[src/rtl/npc_pkg.sv]
package npc_pkg;

  typedef enum logic [2:0] {
    ST_IDLE  = 3'd0,
    ST_GAP1  = 3'd1,
    ST_PH1   = 3'd2,
    ST_GAP2  = 3'd3,
    ST_PH2   = 3'd4
  } phase_state_e;

endpackage

[src/rtl/npc_ref_sync.sv]
module npc_ref_sync #(
  parameter int SYNC_STAGES = 2
) (
  input  logic clk_i,
  input  logic rst_ni,
  input  logic ref_i,
  output logic ref_rise_o,
  output logic ref_fall_o
);

  logic [SYNC_STAGES-1:0] chain_q;
  logic [SYNC_STAGES-1:0] chain_d;
  logic                   prev_q;
  logic                   ref_s;

  assign ref_s = chain_q[SYNC_STAGES-1];

  generate
    if (SYNC_STAGES == 1) begin : g_one
      assign chain_d = ref_i;
    end else begin : g_many
      assign chain_d = {chain_q[SYNC_STAGES-2:0], ref_i};
    end
  endgenerate

  always_ff @(posedge clk_i or negedge rst_ni) begin
    if (!rst_ni) begin
      chain_q <= '0;
      prev_q  <= 1'b0;
    end else begin
      chain_q <= chain_d;
      prev_q  <= ref_s;
    end
  end

  assign ref_rise_o = ref_s & ~prev_q;
  assign ref_fall_o = ~ref_s & prev_q;

endmodule

[src/rtl/npc_gap_timer.sv]
module npc_gap_timer #(
  parameter int GAP_CYCLES = 2
) (
  input  logic clk_i,
  input  logic rst_ni,
  input  logic load_i,
  output logic done_o
);

  localparam int CNT_W = (GAP_CYCLES > 1) ? $clog2(GAP_CYCLES) : 1;
  localparam logic [CNT_W-1:0] LOAD_VAL = CNT_W'(GAP_CYCLES - 1);

  logic [CNT_W-1:0] cnt_q;
  logic [CNT_W-1:0] cnt_d;
  logic             cnt_en;

  always_comb begin
    cnt_en = load_i | (cnt_q != '0);
    if (load_i) begin
      cnt_d = LOAD_VAL;
    end else begin
      cnt_d = cnt_q - 1'b1;
    end
  end

  always_ff @(posedge clk_i or negedge rst_ni) begin
    if (!rst_ni) begin
      cnt_q <= '0;
    end else if (cnt_en) begin
      cnt_q <= cnt_d;
    end
  end

  assign done_o = (cnt_q == '0);

endmodule

[src/rtl/npc_phase_fsm.sv]
module npc_phase_fsm
  import npc_pkg::*;
(
  input  logic clk_i,
  input  logic rst_ni,
  input  logic ref_rise_i,
  input  logic ref_fall_i,
  input  logic gap_done_i,
  output logic gap_load_o,
  output logic phi1_o,
  output logic phi2_o,
  output logic phi2_rise_o,
  output logic phi2_fall_o
);

  phase_state_e state_q, state_d;
  logic phi1_q, phi2_q, rise_q, fall_q;
  logic phi1_d, phi2_d, rise_d, fall_d;

  always_comb begin
    state_d    = state_q;
    gap_load_o = 1'b0;
    unique case (state_q)
      ST_IDLE: begin
        if (ref_fall_i) begin
          state_d    = ST_GAP1;
          gap_load_o = 1'b1;
        end
      end
      ST_GAP1: begin
        if (ref_rise_i) begin
          state_d    = ST_GAP2;
          gap_load_o = 1'b1;
        end else if (gap_done_i) begin
          state_d = ST_PH1;
        end
      end
      ST_PH1: begin
        if (ref_rise_i) begin
          state_d    = ST_GAP2;
          gap_load_o = 1'b1;
        end
      end
      ST_GAP2: begin
        if (ref_fall_i) begin
          state_d    = ST_GAP1;
          gap_load_o = 1'b1;
        end else if (gap_done_i) begin
          state_d = ST_PH2;
        end
      end
      ST_PH2: begin
        if (ref_fall_i) begin
          state_d    = ST_GAP1;
          gap_load_o = 1'b1;
        end
      end
      default: state_d = ST_IDLE;
    endcase
  end

  always_comb begin
    phi1_d = (state_d == ST_PH1);
    phi2_d = (state_d == ST_PH2);
    rise_d = (state_d == ST_PH2) && (state_q != ST_PH2);
    fall_d = (state_q == ST_PH2) && (state_d != ST_PH2);
  end

  always_ff @(posedge clk_i or negedge rst_ni) begin
    if (!rst_ni) begin
      state_q <= ST_IDLE;
      phi1_q  <= 1'b0;
      phi2_q  <= 1'b0;
      rise_q  <= 1'b0;
      fall_q  <= 1'b0;
    end else begin
      state_q <= state_d;
      phi1_q  <= phi1_d;
      phi2_q  <= phi2_d;
      rise_q  <= rise_d;
      fall_q  <= fall_d;
    end
  end

  assign phi1_o      = phi1_q;
  assign phi2_o      = phi2_q;
  assign phi2_rise_o = rise_q;
  assign phi2_fall_o = fall_q;

endmodule

[src/rtl/npc_clkgen.sv]
module npc_clkgen #(
  parameter int GAP_CYCLES  = 2,
  parameter int SYNC_STAGES = 2
) (
  input  logic clk_i,
  input  logic rst_ni,
  input  logic ref_i,
  output logic phi1_o,
  output logic phi2_o,
  output logic phi2_rise_o,
  output logic phi2_fall_o
);

  logic ref_rise, ref_fall, gap_load, gap_done;

  npc_ref_sync #(.SYNC_STAGES(SYNC_STAGES)) u_sync (
    .clk_i      (clk_i),
    .rst_ni     (rst_ni),
    .ref_i      (ref_i),
    .ref_rise_o (ref_rise),
    .ref_fall_o (ref_fall)
  );

  npc_gap_timer #(.GAP_CYCLES(GAP_CYCLES)) u_gap (
    .clk_i  (clk_i),
    .rst_ni (rst_ni),
    .load_i (gap_load),
    .done_o (gap_done)
  );

  npc_phase_fsm u_fsm (
    .clk_i       (clk_i),
    .rst_ni      (rst_ni),
    .ref_rise_i  (ref_rise),
    .ref_fall_i  (ref_fall),
    .gap_done_i  (gap_done),
    .gap_load_o  (gap_load),
    .phi1_o      (phi1_o),
    .phi2_o      (phi2_o),
    .phi2_rise_o (phi2_rise_o),
    .phi2_fall_o (phi2_fall_o)
  );

endmodule

[config.mk]
export PLATFORM = sky130hd
export DESIGN_NAME = npc_clkgen
export DESIGN_NICKNAME = d
export VERILOG_FILES = /design/src/rtl/npc_pkg.sv /design/src/rtl/npc_ref_sync.sv /design/src/rtl/npc_gap_timer.sv /design/src/rtl/npc_phase_fsm.sv /design/src/rtl/npc_clkgen.sv
export SDC_FILE = /design/constraint.sdc
export NUM_CORES = 1
export LEC_CHECK = 0
export BUFFER_PORTS_ARGS = -buffer_cell sky130_fd_sc_hd__buf_2
export CAP_MARGIN = 20
export CORE_AREA = 4 4 41 43
export DETAILED_ROUTE_END_ITERATION = 6
export DIE_AREA = 0 0 45 47
export PLACE_DENSITY = 0.53
export SYNTH_ARGS = -nofsm -noshare
export SYNTH_HDL_FRONTEND = slang
export SYNTH_SLANG_ARGS = --single-unit
[constraint.sdc]
create_clock -name clk_i -period 0.95 [get_ports clk_i]
set_input_delay 0.2375 -clock clk_i [delete_from_list [all_inputs] [get_ports clk_i]]
set_output_delay 0.2375 -clock clk_i [all_outputs]
set_load 0.05 [all_outputs]
==> run_results.csv, run 1 <==
group,metric,value,unit
synthesis,ys_types,18,
route,wl_per_cell,14.4,µm
job,cap_violations,0,
critical_path,start_kind,"register",
route,drt_iter0_drc,7,
status,status,"finished with violations",
placed_design,io_buffers,6,
cells_and_area,multi_input_area,216,µm²
timing,max_clock_freq,0.937,GHz
route,num_vias,367,
cells_and_area,utilization,50.8,%
timing,rsz0062_at_grt,"true",
floorplanning,die_h,47,µm
timing,clock_skew,4.26,ps
global_routing,grtUsageTotal,11.4,%
cells_and_area,nFillCells,118,
worst_hold_path,hold_depth,1,
global_routing,grt_pass1_vias,392,
placed_design,gp_congestion,0.696,
floorplanning,start_util,36.2,%
critical_path,worstPathRequired,1100,ps
route,drt_wl_total,1.05,mm
route,first_pass_iters,4,
global_routing,grt_antenna_before_repair,0,
cells_and_area,area_growth,40.4,%
floorplanning,io_pins,7,
cts,clock_path_buffers,2,
route,ant_nets,0,
synthesis,synthesis.area,470,µm²
timing,timing.final.crit_period,1070,ps
synthesis,synth.largest_area_cell,"dfrtp_1",
placed_design,placed_area,536,µm²
critical_path,path_class,"reg -> reg",
global_routing,grt_overflow,0,
placed_design,preCtsSetupSlack,-129,ps
global_routing,grt_start_max_net_pins,12,
placed_design,placedCellCount,64,
global_routing,grt_pass1_wl,1.68,mm
timing,tightest_slew,260,ps
cells_and_area,stdcell_area,661,µm²
worst_hold_path,hold_class,"in -> reg",
floorplanning,num_rows,13,
floorplanning,core_area,1300,µm²
cts,cts_tree,"yes",
placed_design,dp_hpwl,702,µm
synthesis,ys_seq_area_share,58.5,%
synthesis,synth_edf_count,0,
cells_and_area,antennaDiodeCount,0,
power_and_ir_drop,vdd_drop_max,1.02,mV
cts,numCtsBuffers,3,
synthesis,ys_async_sr_fraction,100,%
cts,h-tree-depth,1,
synthesis,syn_nets,44,
critical_path,rr_worst_depth,3,
timing,period_share,112,%
timing,slew_headroom,82.6,%
synthesis,synthFlopType,"dfrtp_1",
synthesis,yosysWarnings,0,
synthesis,synth_top_area_share,58.5,%
floorplanning,dieArea,2120,µm²
floorplanning,die_w,45,µm
timing,holdWs,75.6,ps
cts,clock-sinks,11,
cts,insertion_delay,260,ps
timing,setup_viol,11,
timing,hold_viol,0,
route,drc,0,
timing,timing.final.ws_setup,-117,ps
synthesis,synth_most_common_cell,"dfrtp_1",
timing,finalMaxSlewViolations,0,
power_and_ir_drop,total_power,1.95,mW
synthesis,synth_seq_cells,11,
route,vias_per_cell,5.03,
cts,cts_root_buf,"clkbuf_4",
cells_and_area,nets,62,
synthesis,ys_top_cells_by_count,"dfrtp_1 (11), nor2_1 (5), nand2_1 (4)",
cts,clkTransAtPathRegs,70,ps
power_and_ir_drop,p_leak,0.301,nW
synthesis,syn_area_per_cell,11.5,µm²
timing,fin_setup_tns,-719,ps
cells_and_area,instances_no_fill,73,
cells_and_area,layout-drive-gt1-share,48.3,%
synthesis,synth_cells,41,
status,failed_checks,"negative setup slack",
critical_path,cp.arrival,1220,ps
critical_path,endpoint_kind,"register",
synthesis,yosys-top-cells-area,"dfrtp_1 (59%), o2bb2a_4 (4.3%), nor2_1 (4.0%), a21oi_1 (3.2%), and2b_1 (3.2%)",
power_and_ir_drop,power.density,2960,nW/µm²
critical_path,critical_path.max_fanout,5,
cells_and_area,ff_latch_area,278,µm²
sequential cells by signal, indices dropped and copies added, names as in the netlist:
signal,flops
u_fsm.phi1_o,1
u_fsm.phi2_fall_o,1
u_fsm.phi2_o,1
u_fsm.phi2_rise_o,1
u_fsm.state_q,3
u_gap.cnt_q,1
u_sync.chain_q,2
u_sync.prev_q,1
final cells by class:
class / count / share of cell area [%]
clock buffers: 4 / 3.98
flip-flops and latches: 11 / 42.0
repair buffers: 14 / 18.4
multi-input cells: 29 / 32.8
well taps: 15 / 2.84
placed cells by master (no fill, tap or decap):
cell type,n
nor3b_2,1
a21oi_1,3
nand3_4,1
o2bb2a_4,1
nor2_1,3
nor2b_2,1
nand2_2,1
and2b_1,1
buf_2,2
nand2_1,3
dlygate4sd3_1,1
nand3b_1,2
buf_6,5
a31oi_1,2
a2bb2oi_1,1
and2b_2,1
nand2b_1,1
o211ai_2,1
nor2_2,2
dfrtp_1,9
nor2b_4,1
dfrtp_2,2
clkbuf_4,3
nand4_1,1
clkbuf_1,1
nand3_1,1
buf_4,6
nor3_1,1
logic make-up (layout without fill, tap and decap cells):
logic type / after synthesis / in the layout / synth area share, %
DFF: 11 / 11 / 58.5
and+or+nand+nor: 21 / 21 / 25.3
AOI/OAI and AO/OA: 8 / 8 / 14.6
buffers and inverters: 1 / 18 / 1.60
path summary, 6_finish.rpt:
check	to	from	slack (ps)
setup / recovery	u_gap.cnt_q	u_sync.chain_q[1]	-120
hold / removal	u_sync.chain_q[0]	ref_i	80
setup reg to reg	u_gap.cnt_q	u_sync.chain_q[1]	-120
hold reg to reg	u_sync.chain_q[1]	u_sync.chain_q[0]	360
max in group asynchronous	u_fsm.state_q[0]	rst_ni	350
min in group asynchronous	u_gap.cnt_q	rst_ni	370
per-layer routing:
| metal | track usage [%] | wire [µm] | vias up |
|---|---|---|---|
| met5 | 0 | 0 | - |
| met4 | 7.02 | 5 | 0 |
| met3 | 2.30 | 34 | 2 |
| met2 | 20.6 | 615 | 6 |
| met1 | 12.3 | 395 | 181 |
| li1 | - | - | 178 |
power by group:
part | internal (mW) | switching (mW) | total [mW]
sequential | 0.598 | 0.147 | 0.745
combinational | 0.428 | 0.476 | 0.904
clock | 0.162 | 0.144 | 0.306
total | 1.19 | 0.766 | 1.95
what timing repair did:
item                                   CTS  global route
hold buffers                             1             0
setup buffers                            2             2
setup endpoints to repair               12            12
resized for setup                       15             5
pin swaps                                5             3
endpoints found under the hold margin   11             0
critical path, stage by stage (launching register included):
cell and delay, ps:
dfrtp_1 410, and2b_2 270, o2bb2a_4 210, o211ai_2 60
Note: power is estimated with default switching activity, not from simulation.
==> inputs of run 2 (changes only) <==
- CAP_MARGIN: 20 -> not set
- REMOVE_ABC_BUFFERS: not set -> 1
==> run 2 against run 1 <==
Against the previous run: the run still ends with negative setup slack left; cell area rose by 4.5%; maximum frequency down 0.24%; routed wire length is 1.4% higher; sequential cell count unchanged; sequential power is 2% higher; critical endpoint is now u_fsm.state_q[1]; largest cell class unchanged.
==> run_results.csv, run 2 (synthesized netlist as in run 1, its figures left out) <==
group,metric,value,unit
cts,clkTransAtPathRegs,70,ps
cts,numCtsBuffers,3,
power_and_ir_drop,p_leak,0.307,nW
timing,rsz0062_at_grt,"true",
timing,holdWs,74.7,ps
route,ant_nets,0,
cells_and_area,antennaDiodeCount,0,
timing,slew_headroom,81.0,%
placed_design,preCtsSetupSlack,-202,ps
cells_and_area,largest_register_ffs,3,
floorplanning,num_rows,13,
critical_path,r2r_start,"u_fsm.state_q[0]",
timing,tightest_slew,284,ps
power_and_ir_drop,total_power,2.02,mW
critical_path,endpoint_kind,"register",
placed_design,io_buffers,6,
power_and_ir_drop,vdd_drop_max,1.02,mV
route,vias_per_cell,5.01,
cells_and_area,instances_no_fill,73,
cells_and_area,most-common-layout-cells,"dfrtp_1 (8), buf_4 (6), buf_6 (5)",
timing,finalMaxSlewViolations,0,
critical_path,path_class,"reg -> reg",
cells_and_area,layout-drive-gt1-share,56.9,%
cells_and_area,top_register,"u_fsm.state_q",
power_and_ir_drop,power.density,2920,nW/µm²
status,failed_checks,"negative setup slack",
critical_path,r2r_end,"u_fsm.state_q[1]",
timing,setup_viol,11,
timing,timing.final.ws_setup,-119,ps
cells_and_area,reg_top3,"u_fsm.state_q (3), u_sync.chain_q (2)",
timing,max_clock_freq,0.935,GHz
floorplanning,die_w,45,µm
cts,clock-sinks,11,
global_routing,grt_start_max_net_pins,12,
timing,period_share,113,%
route,wl_per_cell,14.6,µm
global_routing,grtUsageTotal,11.4,%
worst_hold_path,hold_depth,1,
global_routing,grt_pass1_wl,1.62,mm
global_routing,grt_overflow,0,
floorplanning,die_h,47,µm
placed_design,dp_hpwl,671,µm
critical_path,critical_path.max_fanout,6,
critical_path,start_kind,"register",
floorplanning,start_util,36.2,%
critical_path,r2r_setup_slack,-120,ps
global_routing,grt_pass1_vias,335,
floorplanning,core_area,1300,µm²
critical_path,cp.arrival,1230,ps
critical_path,rr_worst_depth,3,
route,drc,0,
cts,clock_path_buffers,2,
timing,hold_viol,0,
worst_hold_path,hold_start,"ref_i",
cts,cts_tree,"yes",
global_routing,grt_antenna_before_repair,0,
placed_design,gp_congestion,0.711,
cells_and_area,layout_commonest_cell,"dfrtp_1",
cts,insertion_delay,270,ps
floorplanning,io_pins,7,
route,drt_wl_total,1.07,mm
route,drt_iter0_drc,14,
worst_hold_path,hold_class,"in -> reg",
job,cap_violations,0,
cts,cts_root_buf,"clkbuf_4",
cells_and_area,nets,62,
critical_path,worstPathRequired,1110,ps
route,num_vias,366,
timing,clock_skew,8.58,ps
cts,h-tree-depth,1,
placed_design,placedCellCount,65,
cells_and_area,area_growth,46.8,%
worst_hold_path,min_to,"u_sync.chain_q[0]",
status,status,"finished with violations",
route,first_pass_iters,4,
floorplanning,dieArea,2120,µm²
timing,timing.final.crit_period,1070,ps
## run 2: timing repair
action                                 4_1_cts  5_1_grt
pin swaps                                    3        5
endpoints found under the hold margin       11        0
gates resized for setup                     16       12
setup endpoints to repair                   12       12
gates cloned                                 0        0
hold buffers                                 1        0
setup buffers                                2        2
## run 2: per-stage QoR
stage	setup TNS [ps]	util, %	instance area [µm²]
after global placement	-341	41.6	542
after floorplan	-93.2	-	463
final	-891	53.1	691
after CTS	-754	48.8	636
after global routing	-1360	53.1	691
after detailed placement	-648	41.6	542
## run 2: area by class of cell
cell class / count / area [µm²]
fill: 118 / 611
timing repair buffer: 14 / 121
tap: 15 / 18.8
clock buffer: 4 / 26.3
sequential: 11 / 279
multi-input combinational: 29 / 245
## run 2: worst max-delay path by stage
stage | slack (ps) | startpoint | cells past startpoint | endpoint
CTS | -110 | u_fsm.phi2_rise_o | 1 | phi2_rise_o
finish | -120 | u_fsm.state_q[0] | 3 | u_fsm.state_q[1]
detailed placement | -200 | u_fsm.state_q[0] | 3 | u_fsm.phi1_o
floorplan | -40 | u_fsm.state_q[0] | 3 | u_fsm.phi1_o
global placement | -90 | u_fsm.state_q[0] | 3 | u_fsm.phi1_o
global route | -170 | u_fsm.state_q[0] | 3 | u_fsm.state_q[1]
## run 2: critical path, cell delays in order, from the launching register on
cell and delay [ps]:
dfrtp_2 460, nor3b_2 180, a31oi_1 210, a21oi_2 100
## run 2: layer usage
layer	vias to the layer above	track usage [%]	wire, µm
met4	0	7.02	15
met2	10	18.1	586
met5	-	0	0
li1	181	-	-
met3	2	3.45	56
met1	173	13.5	406
## run 2: power breakdown
group / internal (mW) / total (mW) / switching, mW
sequential: 0.602 / 0.763 / 0.161
combinational: 0.428 / 0.933 / 0.505
clock: 0.163 / 0.323 / 0.160
total: 1.19 / 2.02 / 0.826
